**src/rtl/eewp_pkg.sv**
```systemverilog
package eewp_pkg;
    localparam int ADDR_W = 8;

    typedef enum logic [2:0] {
        ST_IDLE, ST_DEV, ST_ADDR, ST_WDAT, ST_ACK, ST_RDAT, ST_RACK, ST_SKIP
    } st_e;

    typedef struct packed {
        st_e               st;
        st_e               after;   // state entered when the ACK slot ends
        logic [3:0]        bits;
        logic [7:0]        sh;
        logic [ADDR_W-1:0] ptr;
        logic              oe;
        logic              wp_cmd;  // current transfer is a protection command
        logic              rev;     // decoded as a reversible command
        logic [2:0]        op;
        logic              pend;    // set/clear waiting for STOP
        logic              hv_ok;   // high voltage held since START
        logic              mack;    // master acknowledged last read byte
        logic              pswp;
        logic              rswp;
    } core_t;
endpackage

```
**src/rtl/eewp_bus_sense.sv**
```systemverilog
module eewp_bus_sense #(
    parameter int SYNC = 2
) (
    input  logic clk,
    input  logic rst_n,
    input  logic scl_in,
    input  logic sda_in,
    output logic scl_rise,
    output logic scl_fall,
    output logic start_det,
    output logic stop_det,
    output logic sda_s
);
    localparam int NLINE = 2;

    logic [NLINE-1:0] raw, cur, prv;
    assign raw = {scl_in, sda_in};

    for (genvar g = 0; g < NLINE; g++) begin : g_line
        logic [SYNC:0] chain;
        always_ff @(posedge clk or negedge rst_n) begin
            if (!rst_n) chain <= '1;
            else        chain <= {chain[SYNC-1:0], raw[g]};
        end
        assign cur[g] = chain[SYNC-1];
        assign prv[g] = chain[SYNC];
    end

    assign sda_s     = cur[0];
    assign scl_rise  = cur[1] & ~prv[1];
    assign scl_fall  = ~cur[1] & prv[1];
    assign start_det = cur[1] & prv[1] & prv[0] & ~cur[0];
    assign stop_det  = cur[1] & prv[1] & ~prv[0] & cur[0];
endmodule

```
**src/rtl/eewp_mem.sv**
```systemverilog
module eewp_mem #(
    parameter int AW = 8,
    parameter int DW = 8
) (
    input  logic          clk,
    input  logic          rst_n,
    input  logic          we,
    input  logic [AW-1:0] waddr,
    input  logic [DW-1:0] wdata,
    input  logic [AW-1:0] raddr,
    output logic [DW-1:0] rdata
);
    localparam int DEPTH = 1 << AW;

    logic [DW-1:0] cells [DEPTH];

    always_ff @(posedge clk or negedge rst_n) begin
        if (!rst_n) begin
            for (int i = 0; i < DEPTH; i++) cells[i] <= '0;
        end else if (we) begin
            cells[waddr] <= wdata;
        end
    end

    assign rdata = cells[raddr];
endmodule

```
**src/rtl/eewp_slave.sv**
```systemverilog
module eewp_slave
    import eewp_pkg::*;
#(
    parameter logic [3:0] MEM_TYPE = 4'b1010,
    parameter logic [3:0] WP_TYPE  = 4'b0110,
    parameter logic [2:0] REV_PINS = 3'b001,
    parameter int         SYNC     = 2
) (
    input  logic       clk,
    input  logic       rst_n,
    input  logic       scl_in,
    input  logic       sda_in,
    output logic       sda_oe,
    input  logic [2:0] addr_pins,
    input  logic       hv_a0
);
    localparam logic [2:0] OP_SET_REV  = 3'b001;
    localparam logic [2:0] OP_CLR_REV  = 3'b011;
    localparam logic [2:0] OP_SET_PERM = 3'b000;

    logic scl_rise, scl_fall, start_det, stop_det, sda_s;
    logic mem_we;
    logic [7:0] rdata;
    logic perm_flag, rev_flag;
    core_t q, n;

    eewp_bus_sense #(.SYNC(SYNC)) u_sense (
        .clk(clk), .rst_n(rst_n), .scl_in(scl_in), .sda_in(sda_in),
        .scl_rise(scl_rise), .scl_fall(scl_fall), .start_det(start_det),
        .stop_det(stop_det), .sda_s(sda_s)
    );

    eewp_mem #(.AW(ADDR_W), .DW(8)) u_mem (
        .clk(clk), .rst_n(rst_n), .we(mem_we), .waddr(q.ptr), .wdata(q.sh),
        .raddr(q.ptr), .rdata(rdata)
    );

    always_comb begin
        logic       ack;
        logic       qual;
        logic       flag;
        logic [2:0] eff_pins;
        st_e        nxt;
        n        = q;
        mem_we   = 1'b0;
        ack      = 1'b0;
        qual     = 1'b0;
        flag     = 1'b0;
        nxt      = ST_SKIP;
        eff_pins = {addr_pins[2:1], addr_pins[0] | hv_a0};
        n.hv_ok  = q.hv_ok & hv_a0;
        if (start_det) begin
            n.st    = ST_DEV;
            n.bits  = '0;
            n.oe    = 1'b0;
            n.pend  = 1'b0;
            n.hv_ok = hv_a0;
        end else if (stop_det) begin
            if (q.pend) begin
                if (q.rev && q.hv_ok && hv_a0) n.rswp = (q.op == OP_SET_REV);
                else                           n.pswp = 1'b1;
            end
            n.st   = ST_IDLE;
            n.oe   = 1'b0;
            n.pend = 1'b0;
        end else begin
            unique case (q.st)
                ST_DEV, ST_ADDR, ST_WDAT: begin
                    if (scl_rise) begin
                        n.sh   = {q.sh[6:0], sda_s};
                        n.bits = q.bits + 4'd1;
                    end else if (scl_fall && q.bits == 4'd8) begin
                        if (q.st == ST_DEV) begin
                            if (q.sh[7:4] == MEM_TYPE && q.sh[3:1] == eff_pins) begin
                                ack      = 1'b1;
                                n.wp_cmd = 1'b0;
                                nxt      = q.sh[0] ? ST_RDAT : ST_ADDR;
                            end else if (q.sh[7:4] == WP_TYPE &&
                                         (q.sh[3:1] == OP_SET_REV || q.sh[3:1] == OP_CLR_REV ||
                                          q.sh[3:1] == OP_SET_PERM)) begin
                                qual     = q.hv_ok && hv_a0 && eff_pins == REV_PINS &&
                                           q.sh[3:1] != OP_SET_PERM;
                                n.wp_cmd = 1'b1;
                                n.rev    = qual;
                                n.op     = q.sh[3:1];
                                if (q.sh[0]) begin
                                    flag = qual ? q.rswp : q.pswp;
                                    ack  = ~flag;
                                end else begin
                                    ack = ~q.pswp;
                                    nxt = q.pswp ? ST_SKIP : ST_ADDR;
                                end
                            end
                        end else if (q.st == ST_ADDR) begin
                            ack = 1'b1;
                            nxt = ST_WDAT;
                            if (!q.wp_cmd) n.ptr = q.sh[ADDR_W-1:0];
                        end else if (q.wp_cmd) begin
                            ack    = 1'b1;
                            n.pend = 1'b1;
                        end else if (!((q.pswp || q.rswp) && !q.ptr[ADDR_W-1])) begin
                            ack    = 1'b1;
                            mem_we = 1'b1;
                            n.ptr  = q.ptr + ADDR_W'(1);
                            nxt    = ST_WDAT;
                        end
                        n.bits  = '0;
                        n.oe    = ack;
                        n.after = ack ? nxt : ST_SKIP;
                        n.st    = ST_ACK;
                    end
                end
                ST_ACK: if (scl_fall) begin
                    n.oe   = 1'b0;
                    n.bits = '0;
                    n.st   = q.after;
                    if (q.after == ST_RDAT) begin
                        n.sh  = rdata;
                        n.ptr = q.ptr + ADDR_W'(1);
                        n.oe  = ~rdata[7];
                    end
                end
                ST_RDAT: begin
                    if (scl_rise) begin
                        n.bits = q.bits + 4'd1;
                    end else if (scl_fall) begin
                        if (q.bits == 4'd8) begin
                            n.oe   = 1'b0;
                            n.bits = '0;
                            n.st   = ST_RACK;
                        end else begin
                            n.sh = {q.sh[6:0], 1'b0};
                            n.oe = ~q.sh[6];
                        end
                    end
                end
                ST_RACK: begin
                    if (scl_rise) begin
                        n.mack = ~sda_s;
                    end else if (scl_fall) begin
                        if (q.mack) begin
                            n.sh  = rdata;
                            n.ptr = q.ptr + ADDR_W'(1);
                            n.oe  = ~rdata[7];
                            n.st  = ST_RDAT;
                        end else begin
                            n.st = ST_SKIP;
                        end
                    end
                end
                default: ;
            endcase
        end
    end

    always_ff @(posedge clk or negedge rst_n) begin
        if (!rst_n) begin
            q       <= '0;
            q.st    <= ST_IDLE;
            q.after <= ST_IDLE;
        end else begin
            q <= n;
        end
    end

    assign sda_oe    = q.oe;
    assign perm_flag = q.pswp;
    assign rev_flag  = q.rswp;
endmodule

```
**config.mk**
```make
export PLATFORM = sky130hd
export DESIGN_NAME = eewp_slave
export DESIGN_NICKNAME = d
export VERILOG_FILES = /design/src/rtl/eewp_pkg.sv /design/src/rtl/eewp_bus_sense.sv /design/src/rtl/eewp_mem.sv /design/src/rtl/eewp_slave.sv
export SDC_FILE = /design/constraint.sdc
export NUM_CORES = 2
export LEC_CHECK = 0
export CAP_MARGIN = 25
export CORE_MARGIN = 8
export CORE_UTILIZATION = 47
export CTS_BUF_LIST = sky130_fd_sc_hd__clkbuf_8 sky130_fd_sc_hd__clkbuf_16
export CTS_CLUSTER_SIZE = 25
export DETAILED_ROUTE_END_ITERATION = 7
export HOLD_SLACK_MARGIN = 0.03
export SYNTH_ARGS = -nofsm -noshare
export SYNTH_HDL_FRONTEND = slang
export SYNTH_SLANG_ARGS = --single-unit
```
**constraint.sdc**
```tcl
create_clock -name clk -period 9.42 [get_ports clk]
set_input_delay 1.413 -clock clk [delete_from_list [all_inputs] [get_ports clk]]
set_output_delay 1.413 -clock clk [all_outputs]
set_load 0.1 [all_outputs]
```
==> impl_metrics.tcl <==
set metrics [dict create \
    finalSetupTns_ps 0 \
    first_global_vias 56390 \
    end_kind "flop" \
    power.leakage_nw 49.24 \
    fin_nets 6024 \
    cpMostUsedCell "buf_4" \
    crit_chain "buf_4 > and2_2 > nand2_1 > nor2_2 > buf_4 > nand3_1 > mux2_2" \
    min_period_over_period_pct 56.07 \
    slew_headroom_pct 13.27 \
    die_x_um 467.3 \
    ir_drop_mv 0.2049 \
    grt_pass1_wl_um 394000 \
    drt-wirelength-per-cell_um 29.41 \
    hold_end "u_sense.g_line[1].chain[2]" \
    regToRegEndpoint "u_mem.cells[898]" \
    dp_hpwl_um 158700 \
    rr_worst_depth 7 \
    synth_top_area_cell "dfrtp_1" \
    met1_length_um 117400 \
    max_freq_ghz 0.1893 \
    globalplace.congestion 0.8488 \
    r2r_slack_ps 4140 \
    via_per_inst 6.118 \
    syn-cell-area_mm2 0.09572 \
    ys_seq_elements 2091 \
    dp_slack_ps 4226 \
    cts_resized 0 \
    cp.required_ps 10150 \
    synth_common_cells "dfrtp_1 (2085), mux2_2 (1872), mux4_2 (615)" \
    num_rows 165 \
    die_height_um 467.3 \
    syn_nets 6147 \
    placed_cells 8450 \
    critPathMaxFanout 27 \
    worstMarginPinSlew_ps 1301 \
    ys_seq_area_share_pct 54.68 \
    synthDistinctLibCells 74 \
    crit_type "reg2reg" \
    setup_slack_ps 4138 \
    r2r_start "q[14]" \
    rsz0062_at_grt "no" \
    crit_arrival_ps 6010 \
    dr_wl_met3_um 12940 \
    drc 0 \
    fin_crit_ps 5282 \
    cp-start-kind "flop" \
    cts_tree "yes" \
    slew_violations 0 \
    synthCells 6130 \
    n_fill_cell 16720 \
    synthMostInstantiatedCell "dfrtp_1" \
    grt.overflow.total 0 \
    slowest_stage "and2_2" \
    drt_first_pass_iters 7 \
    ys_warn_count 0 \
    clock_sinks 2091 \
    finalHoldViolCount 0 \
    initialDrtViolationCount 4183 \
    clk-insertion-delay-late_ps 860 \
    ant_nets 0 \
    syn_avg_cell_area_um2 15.61 \
    cts.hold.buffers_added 0 \
    initial_core_util_pct 47.31 \
    grt_max_degree 196 \
    power_mw 18.63 \
    status "complete, no violations" \
    max_stage_delay_ps 1050 \
    placeableCoreArea_mm2 0.2023 \
    cts-root-buf "clkbuf_16" \
    antenna_found_initial 3 \
    finalClockSkew_ps 30.17 \
    min_path_type "reg2reg" \
    drv_cap 0 \
    synth_edf_count 0 \
    route.met2.wl_um 121500 \
    p_per_area_mw_per_mm2 176.0 \
    synth_top_area_share_pct 54.51 \
    worstHoldPathCells 0 \
    clk_path_buf_depth 3 \
    finalNonFillerCells 8868 \
    portBuffers 8 \
    h-tree-depth 4 \
    drive_gt1_share_pct 49.83 \
    synthFlopType "dfrtp_1" \
    dr.max_layer_used "met4" \
    synth_top_cells_by_area "dfrtp_1 (55%), mux2_2 (22%), mux4_2 (14%), clkbuf_1 (1.2%), nand2_1 (1.2%)" \
    holdCritStartpoint "u_sense.g_line[1].chain[1]" \
    post-cts-setup-buffers 0 \
    num_io_pins 9 \
    vias 54260 \
    clkTransAtPathRegs_ps 70 \
    finish.utilization_pct 52.32 \
    drt_wl_total_um 260800 \
    ff_latch_area_mm2 0.05238 \
    async_flop_share_pct 100.0 \
    multi_input_comb_area_mm2 0.04135 \
    grtUsageTotal_pct 23.94 \
    setup_viol 0 \
    cts_inserted_buffers 222 \
    die_area_mm2 0.2183 \
    area_delta_synth_final_pct 10.59 \
]
==> metal layers <==
metal  track usage [%]  vias up
li1                  -    22660
met3             4.233      460
met4             7.480        0
met2             37.23     1314
met5                 0        -
met1             34.55    29830
==> worst max-delay path, delay by kind of cell (launching register included) <==
| kind | cells | cell delay, ps |
|---|---|---|
| DFF | 1 | 930 |
| muxes | 1 | 460 |
| and+or+nand+nor | 4 | 2870 |
| buffers and inverters | 2 | 860 |
==> cells in the final DEF (no fill, tap or decap), types with 10 or more instances in the layout <==
cell       Yosys  layout
a22o_1        17      17
mux2_2      1872    1872
nor2b_1       14      13
clkbuf_16      0     225
mux2_1        73      73
clkbuf_8       0      68
buf_12         0      24
nor2_2        92      93
dfrtp_4        0      12
mux2i_1       34      34
a31oi_1       11      11
nor2_1       100      97
and2_1        17      16
nand3_1       39      38
a21oi_1       31      31
o21ai_0      151     151
a22oi_1       11      11
a221oi_1      20      20
nor2_4        10      12
nor3_1        22      21
dfrtp_1     2085    2072
inv_1         12      70
mux4_2       615     615
buf_4         24      69
bufinv_16      0      10
o22ai_1       16      16
clkinv_2       0      33
nand2_1      304     300
==> flip-flops by register name, summed over array words and instances, names as in the netlist <==
register and count:
sda_oe 1, q 34, u_mem.cells 2048, rev_flag 1, perm_flag 1, u_sense.g_line.chain 6
==> worst max path at each step <==
stage / from / end / cells after the start
finish: q[14] / u_mem.cells[898] / 7
global route: q[11] / q[22] / 9
CTS: q[11] / q[22] / 9
detailed placement: q[11] / q[22] / 9
global placement: q[11] / q[22] / 9
floorplan: u_sense.g_line[1].chain[2] / u_mem.cells[1864] / 11
==> through the flow <==
stage	cell area (um2)	hold slack, ps
2_1_floorplan	95720	345.2
3_3_place_gp	98190	385.2
3_5_place_dp	98260	380.6
4_1_cts	105700	392.8
5_1_grt	105800	396.5
6_report	105900	394.4
==> power by group <==
group          switching (mW)  internal, mW
clock network            3.69          5.13
registers               0.101          9.00
logic                   0.625        0.0930
==> cells by family after synthesis <==
group                    synth area share (%)
multiplexers                            37.71
flip-flops                              54.68
AND/OR/NAND/NOR                         3.204
buffers and inverters                   2.187
AO/OA/AOI/OAI                           2.016
XOR/XNOR                              0.09150
adder cells (fa/ha/maj)                0.1177
==> cell type report <==
type                    instances  share of cell area, %
clock inverters               117                 0.8510
well taps                    2672                  3.158
inverters                      15                0.05555
diodes                          3               0.007092
flip-flops and latches       2091                  49.48
clock buffers                 293                  6.203
multi-input cells            3569                  39.06
repair buffers                108                  1.178
(Power assumes the default switching activity.)
